--- src/rtl/can_bor_pkg.sv ---
package can_bor_pkg;

  localparam int unsigned RUN_LEN_DEF   = 11;
  localparam int unsigned TEC_W_DEF     = 9;
  localparam int unsigned TEC_START_DEF = 127;

  typedef enum logic [1:0] {
    RUN_KEEP  = 2'd0,
    RUN_CLEAR = 2'd1,
    RUN_INC   = 2'd2,
    RUN_WRAP  = 2'd3
  } run_act_e;

  // Decide what the recessive-run counter does this cycle.
  function automatic run_act_e run_action(input logic hold, input logic valid,
                                          input logic recessive, input logic at_last);
    if (hold)       return RUN_CLEAR;
    if (!valid)     return RUN_KEEP;
    if (!recessive) return RUN_CLEAR;
    if (at_last)    return RUN_WRAP;
    return RUN_INC;
  endfunction

  // Recovery is finished by a run seen while the counter is already at zero.
  function automatic logic recovery_done(input logic in_busoff, input logic run_hit,
                                         input logic tec_zero);
    return in_busoff & run_hit & tec_zero;
  endfunction

endpackage

--- src/rtl/can_bor_run_det.sv ---
module can_bor_run_det
  import can_bor_pkg::*;
#(
  parameter int unsigned RUN_LEN = RUN_LEN_DEF,
  localparam int unsigned RUN_W  = (RUN_LEN > 2) ? $clog2(RUN_LEN) : 1
) (
  input  logic             clk,
  input  logic             rst_n,
  input  logic             hold,
  input  logic             bit_valid,
  input  logic             bus_bit,
  output logic [RUN_W-1:0] run_cnt,
  output logic             run_done
);

  localparam logic [RUN_W-1:0] LAST = RUN_W'(RUN_LEN - 1);

  run_act_e act;

  always_comb begin
    act      = run_action(hold, bit_valid, bus_bit, run_cnt == LAST);
    run_done = (act == RUN_WRAP);
  end

  always_ff @(posedge clk or negedge rst_n) begin
    if (!rst_n) begin
      run_cnt <= '0;
    end else begin
      unique case (act)
        RUN_CLEAR, RUN_WRAP: run_cnt <= '0;
        RUN_INC:             run_cnt <= run_cnt + 1'b1;
        default:             run_cnt <= run_cnt;
      endcase
    end
  end

endmodule

--- src/rtl/can_bor_tec.sv ---
module can_bor_tec
  import can_bor_pkg::*;
#(
  parameter int unsigned TEC_W     = TEC_W_DEF,
  parameter int unsigned TEC_START = TEC_START_DEF
) (
  input  logic             clk,
  input  logic             rst_n,
  input  logic             load_start,
  input  logic             in_busoff,
  input  logic             step,
  input  logic [TEC_W-1:0] tec_in,
  output logic [TEC_W-1:0] tec_q,
  output logic             at_zero
);

  localparam logic [TEC_W-1:0] START_VAL = TEC_W'(TEC_START);

  assign at_zero = (tec_q == '0);

  always_ff @(posedge clk or negedge rst_n) begin
    if (!rst_n) begin
      tec_q <= '0;
    end else if (load_start) begin
      tec_q <= START_VAL;
    end else if (!in_busoff) begin
      tec_q <= tec_in;
    end else if (step && !at_zero) begin
      tec_q <= tec_q - 1'b1;
    end
  end

endmodule

--- src/rtl/can_bor_status.sv ---
module can_bor_status (
  input  logic clk,
  input  logic rst_n,
  input  logic set_evt,
  input  logic done_evt,
  output logic busoff_q,
  output logic warn_q
);

  always_ff @(posedge clk or negedge rst_n) begin
    if (!rst_n) begin
      busoff_q <= 1'b0;
      warn_q   <= 1'b0;
    end else begin
      warn_q <= done_evt & ~set_evt;
      if (set_evt)       busoff_q <= 1'b1;
      else if (done_evt) busoff_q <= 1'b0;
    end
  end

endmodule

--- src/rtl/can_busoff_recovery.sv ---
module can_busoff_recovery
  import can_bor_pkg::*;
#(
  parameter int unsigned RUN_LEN   = RUN_LEN_DEF,
  parameter int unsigned TEC_W     = TEC_W_DEF,
  parameter int unsigned TEC_START = TEC_START_DEF,
  localparam int unsigned RUN_W    = (RUN_LEN > 2) ? $clog2(RUN_LEN) : 1
) (
  input  logic             clk,
  input  logic             rst_n,
  input  logic             rx_bit_valid,
  input  logic             rx_bit,
  input  logic             busoff_set,
  input  logic             sw_reset_mode,
  input  logic [TEC_W-1:0] tec_in,
  output logic [TEC_W-1:0] tec_out,
  output logic             busoff_flag,
  output logic             warn_irq
);

  // Named internal events, brought out for the checker.
  logic             run_hold;
  logic [RUN_W-1:0] run_cnt;
  logic             run_done;
  logic             tec_zero;
  logic             rec_finish;

  assign run_hold   = ~busoff_flag | sw_reset_mode | busoff_set;
  assign rec_finish = recovery_done(busoff_flag, run_done, tec_zero);

  can_bor_run_det #(.RUN_LEN(RUN_LEN)) u_run (
    .clk      (clk),
    .rst_n    (rst_n),
    .hold     (run_hold),
    .bit_valid(rx_bit_valid),
    .bus_bit  (rx_bit),
    .run_cnt  (run_cnt),
    .run_done (run_done)
  );

  can_bor_tec #(.TEC_W(TEC_W), .TEC_START(TEC_START)) u_tec (
    .clk       (clk),
    .rst_n     (rst_n),
    .load_start(busoff_set),
    .in_busoff (busoff_flag),
    .step      (run_done),
    .tec_in    (tec_in),
    .tec_q     (tec_out),
    .at_zero   (tec_zero)
  );

  can_bor_status u_stat (
    .clk     (clk),
    .rst_n   (rst_n),
    .set_evt (busoff_set),
    .done_evt(rec_finish),
    .busoff_q(busoff_flag),
    .warn_q  (warn_irq)
  );

endmodule

--- config.mk ---
export PLATFORM = sky130hd
export DESIGN_NAME = can_busoff_recovery
export DESIGN_NICKNAME = d
export VERILOG_FILES = /design/src/rtl/can_bor_pkg.sv /design/src/rtl/can_bor_run_det.sv /design/src/rtl/can_bor_tec.sv /design/src/rtl/can_bor_status.sv /design/src/rtl/can_busoff_recovery.sv
export SDC_FILE = /design/constraint.sdc
export NUM_CORES = 1
export LEC_CHECK = 0
export BUFFER_PORTS_ARGS = -buffer_cell sky130_fd_sc_hd__buf_4
export CELL_PAD_IN_SITES_DETAIL_PLACEMENT = 1
export CELL_PAD_IN_SITES_GLOBAL_PLACEMENT = 2
export CORE_MARGIN = 3
export CORE_UTILIZATION = 32
export DETAILED_ROUTE_END_ITERATION = 8
export PLACE_DENSITY = 0.86
export SLEW_MARGIN = 40
export SYNTH_ARGS = -nofsm -noshare
export SYNTH_HDL_FRONTEND = slang
export SYNTH_SLANG_ARGS = --single-unit
--- constraint.sdc ---
create_clock -name clk -period 3.55 [get_ports clk]
set_clock_uncertainty 0.15 [all_clocks]
set_input_delay 0.355 -clock clk [delete_from_list [all_inputs] [get_ports clk]]
set_output_delay 0.355 -clock clk [all_outputs]
set_load 0.01 [all_outputs]
Word level (Yosys, flattened, before mapping)
Index checks and enable logic that the tools add are counted.

operators by class
  equality and inequality tests = 5
  reduce and logical (&&, ||, !) cells = 6
  mux-type cells = 24
  bitwise operators = 7
  multiply operators = 0
  $lt $le $gt $ge = 0
  add/sub/neg operators = 2
  shifts and indexed selects = 0
  divide/modulo/power cells = 0

operator list
  cell                                                                    count
  9-bit two-way mux                                                       3
  2-bit two-way mux                                                       8
  1-bit two-way mux                                                       12
  9-bit logical NOT                                                       1
  9-bit by 1-bit subtractor with 9-bit output (second input constant)     1
  4-bit case mux with 2 select lines                                      1
  4-bit by 1-bit adder with 4-bit output (second input constant)          1
  2-bit equality test (second input constant)                             2
  4-bit equality test (second input constant)                             1
  2-bit nonzero test                                                      2
  1-bit AND                                                               3
  3-bit inequality test (second input constant)                           1
  2-bit by 1-bit equality test with 1-bit output (second input constant)  1
  1-bit NOT                                                               2
  1-bit bitwise OR                                                        2
  2-bit OR reduction                                                      1
  1-bit logical AND                                                       1
  1-bit logical NOT                                                       1

word-level totals
  RAM bits = 0
  register bits = 15
  latch bits = 0
  memories = 0
  logic and storage cells = 48
  input bits = 15
  bits in read-only memories = 0
  output and inout port bits = 11

Longest topological paths before layout
  depth in word-level cells = 19
  gate-level depth with buffers = 7

By module
A second synthesis with hierarchy kept.

unflattened totals
  cell total of the unflattened synthesis = 100
  area, all modules = 915.9 µm²

by module, submodules not included
  module               cells an instance  times used  area each (µm²)
  can_bor_tec          66                 1           595.6
  can_bor_run_det      27                 1           240.2
  can_bor_status       5                  1           65.1
  can_busoff_recovery  2                  1           15.0

Worst setup path after synthesis
Ideal clock, no wire load.

  kind = flip-flop to flip-flop
  from = register u_tec.tec_q[0]
  to = register u_tec.tec_q[1]
  required time = 3.273 ns
  path slack = 1.493 ns
  clock period less this slack = 2.057 ns
  stages on the path, launching flop included = 7
  arrival = 1.781 ns
  path through = dfrtp_1 inv_1 ha_1 or4b_1 nor2_4 o21ai_1 a311o_1

on the way
  cells in the longest elaborated chain, start to end = 4

ends and longest elaborated chain
  what                                                                                     RTL line                              text
  start, declared                                                                          can_bor_tec.sv:13                     output logic [TEC_W-1:0] tec_q,
  start signal, assigned                                                                   can_bor_tec.sv:27                     tec_q <= tec_in;
  start signal, assigned                                                                   can_bor_tec.sv:29                     tec_q <= tec_q - 1'b1;
  9-bit by 1-bit subtractor with 9-bit output / 9-bit logical NOT (equally long branches)  can_bor_tec.sv:29, can_bor_tec.sv:19
  9-bit two-way mux / 1-bit logical NOT (equally long branches)                            can_bor_tec.sv:28                     end else if (step && !at_zero) begin
  9-bit two-way mux / 1-bit logical AND (equally long branches)                            can_bor_tec.sv:26, can_bor_tec.sv:28
  9-bit two-way mux / 3-bit inequality test (equally long branches)                        -

Parallel ways exist; a longest one is shown, timed or not. The select of a mux whose other input is x is not followed.
A chain may end at the register's enable or synchronous reset.

Worst setup path in the final report
  from = register u_run.run_cnt[0]
  to = register u_tec.tec_q[7]

on the way
  cells in the longest elaborated chain, start to end = 12

ends and longest elaborated chain
  what                               RTL line               text
  start, declared                    can_bor_run_det.sv:12  output logic [RUN_W-1:0] run_cnt,
  start signal, assigned             can_bor_run_det.sv:31  RUN_INC: run_cnt <= run_cnt + 1'b1;
  start signal, assigned             can_bor_run_det.sv:32  default: run_cnt <= run_cnt;
  4-bit equality test *              can_bor_run_det.sv:21  act = run_action(hold, bit_valid, bus_bit, run_cnt == LAST);
  1-bit two-way mux (2 in a row)     can_bor_pkg.sv:20      if (at_last) return RUN_WRAP;
  1-bit two-way mux                  can_bor_pkg.sv:19      if (!recessive) return RUN_CLEAR;
  1-bit two-way mux                  can_bor_pkg.sv:18      if (!valid) return RUN_KEEP;
  2-bit two-way mux *                can_bor_pkg.sv:21      return RUN_INC;
  2-bit two-way mux *                can_bor_pkg.sv:20
  2-bit two-way mux *                can_bor_pkg.sv:19
  2-bit two-way mux *                can_bor_pkg.sv:18
  2-bit equality test *              can_bor_run_det.sv:22  run_done = (act == RUN_WRAP);
  1-bit logical AND *                can_bor_tec.sv:28
  3-bit inequality test (no line) *  -

Mark *: on every way between the ends. The rest lies on a longest branch, timed or not. The select of a mux whose other input is x is not followed.

==> impl_results.md <==
* Placed cells at 162
* # DRC at 0
* Final Setup Violations at 0
* Clock Latency Late Sink at slightly below 300 ps
* Unique masters post-synth at 44
* MaxCap Viol Count at 0
* Worst vdd ir at 0.1123 mV
* Crit path DAT at 2280 ps
* Slew headroom at 50.80%
* Final std cells w/o fill at 167
* Final Hold Fails at 0
* Crit path kind: reg2reg
* Commonest cells in the netlist: 15 x dfrtp_1, 10 x nor2_1, 9 x nand2_1, 6 x inv_1, 6 x nor4_1
* Most common cell in the netlist: dfrtp_1
* Detail Route Antenna Nets at 0
* Required @ worst endpoint at 3600 ps
* Initial antenna violation count at 0
* Area grow syn2layout at 24.31%
* Ranking of synthesized cells by area: dfrtp_1 38%, ha_1 3.8%, nor2_1 3.8%
* Worst slew pin tran at 732.4 ps
* Hpwl dp at around 2200 um
* 1st-iter DRT viols at 28
* Final Max Slew Viols at 0
* H-tree depth at 1
* PortBufs at 25
* Dpl ws at 1301 ps
* WL per Instance at 17.62 um
* RSZ-0062 raised after global routing: false
* Fill cell count at 337
* Routed via count at 1,002
* Mapped cell area at 993.5 um^2
* Overall global routing resource usage at 17.76%
* CTS tree: done
* Outcome: finished clean
* Diodes inserted at 0
* Nets at 155
* Placement Cell Area at 1197 um^2
* YS warnings at 0
* Clock tree sinks at 15
* Pwr dens at about 270 nW/um^2
* Clock Pin Slew Worst Setup and Hold Paths at 100 ps
* Num CTS Buffers at 3
* Avg Cell Area, Syn at 9.031 um^2
* Crit start category: flip-flop
* Clk buf depth at 2
* Final min period at 2235 ps
* I/O pin cnt at 26
* DIE AREA at approximately 3800 um^2
* Yosys top cell by area: dfrtp_1
* Post-synth EDFFs at 0
* CP endpoint kind: flip-flop
* Setup Fix Bufs, Post-CTS at 0
* Die span in y at approximately 62 um
* Cell Rows at 19
* Largest net degree at the start of global routing at 17
* Post-CTS resize count at 0
* Cells after synthesis at 110
* Yosys reg bits at 15
* Routed wire length at 2942 um
* Main flop type after synthesis: dfrtp_1
* Share of cells above drive strength 1 at 25.00%
* Final worst-path cycle share at between 60 and 70%
* Yosys top cell area share at a little under two fifths
* Highest clock rate at approximately 450 MHz
* Number of global-route vias before repair at 1,020
* Routability Congestion at 0.8598
* Final setup TNS at 0 ps
* Worst hold-check path type: in2reg
* Total core area at 2853 um^2
* Total gr overflow at 0
* Wire length of the first global-routing pass at 5002 um
* Pre-antenna DRT Iters at 4
* Initial Util at around a third
* Chip width at 61.72 um
* Sequential area share after synthesis at 37.78%
* Crit Path Max Fanout at 8
* Post-route design area at 1235 um^2
* Async set-reset flop share out of synthesis at between 90% and 100%
* Final setup margin at 1315 ps
* Clock root buffer: clkbuf_4
* Vias per cell at 6.000
* Pleak at 0.5023 nW
* Syn Nets at 128
* Hold bufs inserted after CTS at 1
## worst max-delay path, cell delays in order, from the launching register on
cell and delay (ps):
dfrtp_1 420, inv_1 90, ha_1 200, nand3b_4 130, or3_1 510, o311a_1 400, nor4_1 250
## per-layer routing
layer	track usage (%)	wire length, um	vias up
li1	-	-	471
met1	23.42	1382	504
met2	29.45	1405	23
met3	3.306	124	4
met4	5.455	29	0
met5	0	0	-
## cell usage in the layout, fill, tap and decap left out, types with 3 or more instances in the layout
cell      instances
buf_4            25
dfrtp_1          15
nor2_1           10
nand2_1           9
inv_1             6
nor4_1            6
nand3_1           5
a21oi_1           5
nor3_1            4
or3_1             3
nand2b_1          3
nor4b_1           3
ha_1              3
clkbuf_4          3
## per-stage QoR
| step | hold WS (ps) | util [%] | power (mW) |
|---|---|---|---|
| floorplan | -90.59 | - | 0.2010 |
| global placement | 72.57 | 41.97 | 0.2300 |
| detailed placement | 77.92 | 41.97 | 0.2306 |
| CTS | 146.6 | 43.25 | 0.3383 |
| global route | 149.7 | 43.29 | 0.3541 |
| finish | 147.5 | 43.29 | 0.3336 |
## where the power goes
part           switching, mW  internal, mW
Combinational         0.0206        0.0230
Clock                 0.0621        0.0437
Sequential           0.00936         0.175
## path summary, 6_finish.rpt
path	from	cells after the start	slack [ps]	endpoint
worst max-delay path	u_run.run_cnt[0]	6	1310	u_tec.tec_q[7]
worst max register to register	u_run.run_cnt[0]	6	1310	u_tec.tec_q[7]
min in group asynchronous	rst_n	2	310	u_stat.warn_q
max in group asynchronous	rst_n	2	2760	u_tec.tec_q[2]
worst min-delay path	tec_in[0]	2	150	u_tec.tec_q[0]
worst min register to register	u_run.run_cnt[3]	2	460	u_run.run_cnt[3]
## layout make-up
cell class                 count  area, um^2  share of cell area [%]
clock buffer                   4       26.28                   2.128
timing repair buffer          26       197.7                   16.01
multi-input combinational     85       574.3                   46.50
inverter                       6       22.52                   1.824
tap                           31       38.79                   3.141
sequential                    15       375.4                   30.40
## state kept, by name, indices dropped and copies added (netlist names)
| name | cells |
|---|---|
| u_tec.tec_q | 9 |
| u_run.run_cnt | 4 |
| u_stat.busoff_q | 1 |
| u_stat.warn_q | 1 |
## kinds of logic (layout without fill, tap and decap cells)
logic type | Yosys count | after routing | synth area share [%]
flip-flops | 15 | 15 | 37.78
AO/OA/AOI/OAI | 22 | 22 | 16.75
AND/OR/NAND/NOR | 59 | 59 | 36.02
adder cells (fa/ha/maj) | 3 | 3 | 3.779
multiplexers | 1 | 1 | 1.133
buffers and inverters | 10 | 36 | 4.534
No activity file was read; power rests on OpenSTA's default activity.
